### src/rtl/sa_pkg.sv
package sa_pkg;

   // source kind selected at the block edge
   typedef enum logic {
      SRC_INT = 1'b0,
      SRC_EXT = 1'b1
   } sa_src_e;

   // one captured bit waiting to be re-issued
   typedef struct packed {
      logic emit;
      logic ws;
      logic sd;
   } sa_bit_t;

endpackage

### src/rtl/sa_edge_sync.sv
module sa_edge_sync #(
   parameter int STAGES = 2
) (
   input  logic clk,
   input  logic rst_n,
   input  logic bclk_i,
   input  logic ws_i,
   input  logic sd_i,
   output logic rise_o,
   output logic fall_o,
   output logic ws_o,
   output logic sd_o
);

   logic b_s;
   logic b_d;

   generate
      if (STAGES == 0) begin : g_direct
         // inputs already synchronous to clk
         assign b_s  = bclk_i;
         assign ws_o = ws_i;
         assign sd_o = sd_i;
      end else begin : g_chain
         logic [STAGES-1:0] b_sr;
         logic [STAGES-1:0] w_sr;
         logic [STAGES-1:0] d_sr;

         always_ff @(posedge clk) begin
            if (!rst_n) begin
               b_sr <= '0;
               w_sr <= '0;
               d_sr <= '0;
            end else begin
               b_sr <= (b_sr << 1) | STAGES'(bclk_i);
               w_sr <= (w_sr << 1) | STAGES'(ws_i);
               d_sr <= (d_sr << 1) | STAGES'(sd_i);
            end
         end

         assign b_s  = b_sr[STAGES-1];
         assign ws_o = w_sr[STAGES-1];
         assign sd_o = d_sr[STAGES-1];
      end
   endgenerate

   always_ff @(posedge clk) begin
      if (!rst_n) b_d <= 1'b0;
      else        b_d <= b_s;
   end

   assign rise_o = b_s & ~b_d;
   assign fall_o = ~b_s & b_d;

endmodule

### src/rtl/sa_slot_meter.sv
module sa_slot_meter #(
   parameter int MAX_CLKS = 63,
   parameter int CW       = 6
) (
   input  logic          clk,
   input  logic          rst_n,
   input  logic          rise_i,
   input  logic          ws_i,
   output logic [CW-1:0] idx_o,
   output logic          chan_o,
   output logic [CW-1:0] width_o
);

   localparam logic [CW-1:0] TOP = CW'(MAX_CLKS);

   logic          ws_q;
   logic [CW-1:0] idx_q;
   logic [CW-1:0] meas_q [2];
   logic          turn;

   // the bit sampled when word select differs is the last of the old slot
   assign turn = rise_i && (ws_i != ws_q);

   always_ff @(posedge clk) begin
      if (!rst_n) begin
         ws_q  <= 1'b0;
         idx_q <= '0;
      end else if (rise_i) begin
         ws_q <= ws_i;
         if (ws_i != ws_q)  idx_q <= '0;
         else if (idx_q != TOP) idx_q <= idx_q + 1'b1;
      end
   end

   always_ff @(posedge clk) begin
      if (!rst_n) begin
         for (int c = 0; c < 2; c++) meas_q[c] <= '0;
      end else begin
         for (int c = 0; c < 2; c++) begin
            if (turn && (ws_q == c[0]))
               meas_q[c] <= (idx_q == TOP) ? TOP : idx_q + 1'b1;
         end
      end
   end

   assign idx_o   = idx_q;
   assign chan_o  = ws_q;
   assign width_o = meas_q[ws_q];

endmodule

### src/rtl/sa_slot_formatter.sv
module sa_slot_formatter
   import sa_pkg::*;
#(
   parameter int SLOT_CLKS  = 32,
   parameter int VALID_BITS = 18,
   parameter int CW         = 6,
   parameter bit OUT_REG    = 1'b1
) (
   input  logic          clk,
   input  logic          rst_n,
   input  logic          rise_i,
   input  logic          fall_i,
   input  logic          ws_i,
   input  logic          sd_i,
   input  logic [CW-1:0] idx_i,
   input  logic          chan_i,
   input  logic [CW-1:0] width_i,
   input  sa_src_e       src_i,
   input  logic [CW-1:0] ext_bits_i,
   input  logic          oe_i,
   output logic          bclk_o,
   output logic          ws_o,
   output logic          sd_o
);

   localparam logic [CW-1:0] SLOT_C  = CW'(SLOT_CLKS);
   localparam logic [CW-1:0] LAST_C  = CW'(SLOT_CLKS - 1);
   localparam logic [CW-1:0] VALID_C = CW'(VALID_BITS);

   logic          d_ge;
   logic [CW-1:0] bits_lim;
   logic          emit_n;
   logic          turn_n;
   sa_bit_t       next_bit;
   sa_bit_t       hold_q;
   logic          ln_bclk;
   logic          ln_ws;
   logic          ln_sd;

   always_comb begin
      d_ge     = (src_i == SRC_INT) || (ext_bits_i >= VALID_C);
      bits_lim = d_ge ? VALID_C : ext_bits_i;
      emit_n   = !(d_ge && (idx_i >= SLOT_C));
      turn_n   = d_ge && (width_i > SLOT_C) && (idx_i == LAST_C);
      next_bit.emit = emit_n;
      next_bit.ws   = turn_n ? ~chan_i : ws_i;
      next_bit.sd   = (idx_i < bits_lim) ? sd_i : 1'b0;
   end

   // one bit of delay: captured on an input rise, put on the line at the
   // next fall, clocked out at the rise after that
   always_ff @(posedge clk) begin
      if (!rst_n) begin
         hold_q  <= '0;
         ln_bclk <= 1'b0;
         ln_ws   <= 1'b0;
         ln_sd   <= 1'b0;
      end else if (rise_i) begin
         ln_bclk <= hold_q.emit;
         hold_q  <= next_bit;
      end else if (fall_i) begin
         ln_bclk <= 1'b0;
         if (hold_q.emit) begin
            ln_ws <= hold_q.ws;
            ln_sd <= hold_q.sd;
         end
      end
   end

   generate
      if (OUT_REG) begin : g_reg_out
         always_ff @(posedge clk) begin
            if (!rst_n || !oe_i) begin
               bclk_o <= 1'b0;
               ws_o   <= 1'b0;
               sd_o   <= 1'b0;
            end else begin
               bclk_o <= ln_bclk;
               ws_o   <= ln_ws;
               sd_o   <= ln_sd;
            end
         end
      end else begin : g_comb_out
         assign bclk_o = ln_bclk & oe_i;
         assign ws_o   = ln_ws & oe_i;
         assign sd_o   = ln_sd & oe_i;
      end
   endgenerate

endmodule

### src/rtl/slot_width_adapter.sv
module slot_width_adapter
   import sa_pkg::*;
#(
   parameter int SLOT_CLKS   = 32,
   parameter int VALID_BITS  = 18,
   parameter int MAX_CLKS    = 63,
   parameter int CNT_W       = $clog2(MAX_CLKS + 1),
   parameter int SYNC_STAGES = 2,
   parameter bit OUT_REG     = 1'b1
) (
   input  logic             clk,
   input  logic             rst_n,
   input  logic             src_ext,
   input  logic [CNT_W-1:0] ext_bits,
   input  logic             in_bclk,
   input  logic             in_ws,
   input  logic             in_sd,
   input  logic             out_en,
   output logic             out_bclk,
   output logic             out_ws,
   output logic             out_sd
);

   generate
      if (VALID_BITS < 1 || VALID_BITS > SLOT_CLKS) begin : g_bad_valid
         $error("VALID_BITS must lie in 1..SLOT_CLKS");
      end
      if (SLOT_CLKS >= MAX_CLKS) begin : g_bad_slot
         $error("SLOT_CLKS must be below MAX_CLKS");
      end
      if (CNT_W < $clog2(MAX_CLKS + 1)) begin : g_bad_cw
         $error("CNT_W too narrow for MAX_CLKS");
      end
      if (SYNC_STAGES < 0) begin : g_bad_sync
         $error("SYNC_STAGES must not be negative");
      end
   endgenerate

   logic             rise;
   logic             fall;
   logic             s_ws;
   logic             s_sd;
   logic [CNT_W-1:0] idx;
   logic             chan;
   logic [CNT_W-1:0] width;
   sa_src_e          src;

   assign src = sa_src_e'(src_ext);

   sa_edge_sync #(
      .STAGES (SYNC_STAGES)
   ) u_sync (
      .clk    (clk),
      .rst_n  (rst_n),
      .bclk_i (in_bclk),
      .ws_i   (in_ws),
      .sd_i   (in_sd),
      .rise_o (rise),
      .fall_o (fall),
      .ws_o   (s_ws),
      .sd_o   (s_sd)
   );

   sa_slot_meter #(
      .MAX_CLKS (MAX_CLKS),
      .CW       (CNT_W)
   ) u_meter (
      .clk     (clk),
      .rst_n   (rst_n),
      .rise_i  (rise),
      .ws_i    (s_ws),
      .idx_o   (idx),
      .chan_o  (chan),
      .width_o (width)
   );

   sa_slot_formatter #(
      .SLOT_CLKS  (SLOT_CLKS),
      .VALID_BITS (VALID_BITS),
      .CW         (CNT_W),
      .OUT_REG    (OUT_REG)
   ) u_fmt (
      .clk        (clk),
      .rst_n      (rst_n),
      .rise_i     (rise),
      .fall_i     (fall),
      .ws_i       (s_ws),
      .sd_i       (s_sd),
      .idx_i      (idx),
      .chan_i     (chan),
      .width_i    (width),
      .src_i      (src),
      .ext_bits_i (ext_bits),
      .oe_i       (out_en),
      .bclk_o     (out_bclk),
      .ws_o       (out_ws),
      .sd_o       (out_sd)
   );

endmodule

### config.mk
export PLATFORM = sky130hd
export DESIGN_NAME = slot_width_adapter
export DESIGN_NICKNAME = d
export VERILOG_FILES = /design/src/rtl/sa_pkg.sv /design/src/rtl/sa_edge_sync.sv /design/src/rtl/sa_slot_meter.sv /design/src/rtl/sa_slot_formatter.sv /design/src/rtl/slot_width_adapter.sv
export SDC_FILE = /design/constraint.sdc
export NUM_CORES = 1
export LEC_CHECK = 0
export BUFFER_PORTS_ARGS = -buffer_cell sky130_fd_sc_hd__buf_4
export CAP_MARGIN = 25
export CORE_MARGIN = 1
export CORE_UTILIZATION = 35
export DETAILED_ROUTE_END_ITERATION = 12
export PLACE_DENSITY = 0.61
export SYNTH_ARGS = -nofsm -noshare
export SYNTH_HDL_FRONTEND = slang
export SYNTH_SLANG_ARGS = --single-unit
### constraint.sdc
create_clock -name clk -period 5.6 [get_ports clk]
set_clock_uncertainty 0.1 [all_clocks]
set_input_delay 0.84 -clock clk [delete_from_list [all_inputs] [get_ports clk]]
set_output_delay 0.84 -clock clk [all_outputs]
set_load 0.05 [all_outputs]
# Yosys cells after proc, flatten, opt, wreduce, memory -nomap -nowiden

Memory sizes are Yosys's and may differ from the RTL's. A register that Yosys moved wholly into a read port is not among the register bits.
Cells that the tools add are included.

Register bits: 23
Memory bits (writable): 12
Bits of input ports: 13
Memories kept: 1

Memory list:

| name           | words | width | rd ports | clocked after Yosys merged registers in | write ports | line                | RTL |
|---|---|---|---|---|---|---|---|
| u_meter.meas_q | 2     | 6     | 1        | 1                                       | 2           | sa_slot_meter.sv:18 | `logic [CW-1:0] meas_q [2];` |

Add/subtract/negate cells: 1
Order comparisons: 4
Equality and inequality tests: 4
Mux-type cells: 19
Bitwise gates (word level): 12
Reductions and logical operators: 15

Operators with widths:

| kind                                                                   | number |
|---|---|
| 6-bit two-way mux                                                      | 6 |
| 1-bit two-way mux                                                      | 13 |
| 6-bit by 1-bit adder with 6-bit output (second input constant)         | 1 |
| 6-bit by 5-bit equality test with 1-bit output (second input constant) | 1 |
| 6-bit equality test (second input constant)                            | 1 |
| 6-bit by 5-bit >= comparator with 1-bit output (second input constant) | 1 |
| 6-bit >= comparator (second input constant)                            | 1 |
| 6-bit greater-than comparator (second input constant)                  | 1 |
| 1-bit logical AND                                                      | 6 |
| 6-bit < comparator                                                     | 1 |
| 6-bit inequality test (second input constant)                          | 1 |
| 2-bit by 1-bit bitwise OR with 2-bit output                            | 3 |
| 1-bit NOT                                                              | 5 |
| 2-bit nonzero test                                                     | 2 |
| 1-bit zero test                                                        | 3 |
| 3-bit AND reduction                                                    | 1 |
| 1-bit bitwise AND                                                      | 2 |
| 1-bit logical OR                                                       | 2 |
| 1-bit bitwise OR                                                       | 2 |
| 2-bit AND reduction                                                    | 1 |
| 1-bit inequality test                                                  | 1 |

# Logic depth before layout (Yosys ltp)

Word-level depth: 8
Depth in mapped cells: 8

# Cells and area by module

A second synthesis with hierarchy kept.

Cells, all modules: 161
Area, all modules: 1,704.1 um^2

By module, submodules not included:

| module            | instances | cells an instance | area each (um^2) | seq. area each (um^2) |
|---|---|---|---|---|
| sa_slot_meter     | 1         | 89                | 984.7            | 520.5 |
| sa_slot_formatter | 1         | 56                | 523.0            | 180.2 |
| sa_edge_sync      | 1         | 16                | 196.4            | 140.1 |

# Worst setup path after synthesis

No wires, ideal clock.

Kind: in2reg
Start: input port src_ext
End: register u_fmt.hold_q[0] in the netlist's numbering
Library setup time: 0.058 ns
Data arrival time: 2.207 ns
Data required time: 5.442 ns
Setup slack: 3.235 ns
Stages on the path: 8
Cell sequence: or2b_2 > or2b_1 > nor2_1 > ha_1 > o211ai_1 > a31oi_1 > a211oi_1 > o21a_1

Word-level cells in the longest chain between the ends: 5

RTL lines:

| element              | line                     | RTL |
|---|---|---|
| start, declared      | slot_width_adapter.sv:13 | `input logic src_ext,` |
| 1-bit NOT            | sa_slot_formatter.sv:41  | `d_ge = (src_i == SRC_INT) \|\| (ext_bits_i >= VALID_C);` |
| 1-bit logical OR     | sa_slot_formatter.sv:41  |  |
| 6-bit two-way mux    | sa_slot_formatter.sv:42  | `bits_lim = d_ge ? VALID_C : ext_bits_i;` |
| 6-bit < comparator   | sa_slot_formatter.sv:47  | `next_bit.sd = (idx_i < bits_lim) ? sd_i : 1'b0;` |
| 1-bit two-way mux    | sa_slot_formatter.sv:47  |  |
| end signal, assigned | sa_slot_formatter.sv:60  | `hold_q <= next_bit;` |
| end, declared        | sa_slot_formatter.sv:35  | `sa_bit_t hold_q;` |

Every way passes these cells.
A chain may end at the register's enable or synchronous reset.

# Worst setup path in the final report

Start: input port ext_bits[3]
End: register u_fmt.hold_q[0] in the netlist's numbering

Word-level cells in the longest chain between the ends: 5

RTL lines:

| element                                        | line                     | RTL |
|---|---|---|
| start, declared                                | slot_width_adapter.sv:14 | `input logic [CNT_W-1:0] ext_bits,` |
| 6-bit by 5-bit >= comparator with 1-bit output | sa_slot_formatter.sv:41  |  |
| 1-bit logical OR                               | sa_slot_formatter.sv:41  |  |
| 6-bit two-way mux *                            | sa_slot_formatter.sv:42  |  |
| 6-bit < comparator *                           | sa_slot_formatter.sv:47  |  |
| 1-bit two-way mux *                            | sa_slot_formatter.sv:47  |  |

Every way passes the cells marked *; elsewhere a longest branch is shown, timed or not.

==> metrics.md <==
| Metric | Value |
|---|---|
| Fmax | 0.422 GHz |
| Rel. slew slack | 62.8% |
| Startpoint class of the critical path | primary input |
| CTS Buf Count | 5 |
| Most used DFF post-synth | dfxtp_1 |
| Iteration-0 DRC Markers | 20 |
| Status | complete, no violations |
| Share of layout cells above drive strength 1 | 18.4% |
| Clock edge transition at the registers on the reported setup and hold paths | 60 ps |
| CP arrival | 2450 ps |
| Vias | 1114 |
| IO Port Bufs | 15 |
| First-pass GRT wire length | 4570 µm |
| Drt total wl | 2800 µm |
| Fillers | 420 |
| Post-synth cell types | 45 |
| Sw Pwr | 0.000105 W |
| Vias per std cell | 4.93 |
| Mean Syn Cell Area | 10.8 µm² |
| # setup viols final | 0 |
| Synth Register Bits | 36 |
| Combinational power share | 5.3% |
| Wire length per cell | 12.4 µm |
| Power share of the clock group | 41.7% |
| Crit Path Class | in2reg |
| Synth-to-Final Area Change | 16.0% |
| Worst-skew pair later-pin latency | 280 ps |
| Nets | 195 |
| Crit share post-route | 42.4% |
| Core Area | 4470 µm² |
| Worst Setup End Kind | register |
| Largest net degree at the start of global routing | 28 |
| CTS root buf | clkbuf_8 |
| WHS | 335 ps |
| I/O pins | 16 |
| Leading area contributor after synthesis | dfxtp_1 |
| Final min period | 2370 ps |
| Final count of pins violating max slew | 0 |
| Final ANT Viol Nets | 0 |
| Leak pwr | 0.761 nW |
| Hold_buf cts | 0 |
| Synth Cell Area | 1670 µm² |
| Register area share after synthesis | 50.4% |
| Synth top cells by count | 24 x dfxtp_1, 12 x edfxtp_1, 10 x nor2_1 |
| Post-Place Setup Slack | 2960 ps |
| Yosys top cell area share | 28.8% |
| TritonCTS Sinks | 36 |
| Most common cell in the netlist | dfxtp_1 |
| CTS max path bufs | 2 |
| GRT Overall Usage | 12.0% |
| Rows | 24 |
| FF-to-FF Start | u_meter.idx_o[0] |
| Critical path startpoint | ext_bits[3] |
| Synth top area cells | dfxtp_1 29%, edfxtp_1 22%, ha_1 6.7% |
| CTS tree | done |
| H-tree depth | 2 |
| Die Footprint | 5050 µm² |
| Net Sw Frac | 19.9% |
| Seq pwr share | 53.1% |
| Syn Inst Count | 154 |
| WP data required | 5680 ps |
| Unrepaired setup endpoints after global routing | false |
| Max Cap Viol | 0 |
| CP max FO | 3 |
| Pint | 0.000422 W |
| Setup TNS | 0 ps |
| N_diodes | 0 |
| Synth Warn # | 0 |
| Peak supply drop | 0.157 mV |
| Post-route core utilization | 43.3% |
| Die W | 71.1 µm |
| Min-delay worst type | reg2reg |
| Starting Density | 37.3% |
| Gr ovfl total | 0 |
| Final worst slack | 3230 ps |
| Final Hold Vio Count | 0 |
| FFs w/ async S/R, synth | 0% |
| Pwr dens | 272 nW/µm² |
| Worst Tran Pin Value | 558 ps |
| CTS resizes | 0 |
| # DRC | 0 |
| Antenna violations before repair | 0 |
| Vias in the first global route | 1034 |
| DR pass1 iterations | 4 |
| Pwr Total | 0.000526 W |
| Hold_sp | u_sync.g_chain.d_sr[0] |
| RD Place Congestion | 0.767 |
| Die Y | 71.1 µm |
| Post-synth EDFFs | 12 |
| Syn Nets | 176 |
| Setup Buffers After CTS | 0 |
| HPWL after DPL | 1990 µm |
==> per-layer routing <==
metal | up-vias | track usage (%) | share of wire (%)
li1 | 578 | - | -
met1 | 510 | 14.3 | 47
met2 | 18 | 19.1 | 47
met3 | 8 | 3.99 | 3.0
met4 | 0 | 6.44 | 2.3
met5 | - | 0 | 0
==> stage by stage <==
step / cell area, µm² / instances
6_report: 1940 / 226
2_1_floorplan: 1670 / 154
4_1_cts: 1940 / 226
5_1_grt: 1940 / 226
3_3_place_gp: 1830 / 218
3_5_place_dp: 1830 / 218
==> path summary, 6_finish.rpt <==
kind | slack [ps] | cells after the start | end
worst min register to register | 330 | 1 | u_sync.g_chain.d_sr[1]
worst min-delay path | 330 | 1 | u_sync.g_chain.d_sr[1]
worst max-delay path | 3230 | 9 | u_fmt.hold_q[0]
worst max register to register | 3700 | 6 | u_meter.idx_o[4]
==> critical path: stages <==
cell and delay [ps]:
buf_4 110, o31ai_1 250, nor2b_1 330, nand2_1 100, ha_1 300, o211ai_1 80
a31oi_1 180, a211oi_1 80, o21a_1 180
==> cells by family after synthesis <==
group	share of synthesized area, %
AND/OR/NAND/NOR	21.1
flip-flops	50.4
AO/OA/AOI/OAI	13.4
buffers and inverters	2.70
adder cells (fa/ha/maj)	6.75
XOR/XNOR	3.07
multiplexers	2.40
other	0.225
==> flip-flops by register name, summed over array words and instances, names as in the netlist, named ones only <==
register / cells
u_fmt.sd_o: 1
u_meter.chan_o: 1
u_sync.g_chain.w_sr: 2
u_fmt.ws_o: 1
u_sync.g_chain.b_sr: 2
u_meter.meas_q: 12
u_fmt.ln_bclk: 1
u_fmt.ln_ws: 1
u_fmt.bclk_o: 1
u_sync.b_d: 1
u_meter.idx_o: 6
u_sync.g_chain.d_sr: 2
u_fmt.ln_sd: 1
u_fmt.hold_q: 3
==> power by group through the flow <==
stage	Sequential [W]	Combinational, W	Clock (W)
after floorplan	0.000284	0.0000175	0
after global placement	0.000285	0.0000269	0
after detailed placement	0.000285	0.0000277	0
after CTS	0.000280	0.0000279	0.000224
after global routing	0.000280	0.0000308	0.000237
final	0.000279	0.0000277	0.000219
==> placed cells by master, fill, tap and decap left out, drive strengths merged, types with 6 or more instances in the layout <==
cell / instances
and2: 9
clkbuf: 6
a21oi: 7
ha: 9
edfxtp: 12
nor2: 10
inv: 7
nand2: 8
buf: 15
and3: 6
nor2b: 6
dfxtp: 24
o21ai: 8
==> area by class of cell <==
cell class / count / area [µm²] / area share, %
Sequential cell: 36 / 841 / 43.4
Multi-Input combinational cell: 108 / 783 / 40.5
Timing Repair Buffer: 15 / 113 / 5.82
Clock buffer: 6 / 72.6 / 3.75
Tap cell: 52 / 65.1 / 3.36
Clock inverter: 2 / 35.0 / 1.81
Inverter: 7 / 26.3 / 1.36
Power figures use the tool's default switching activity.
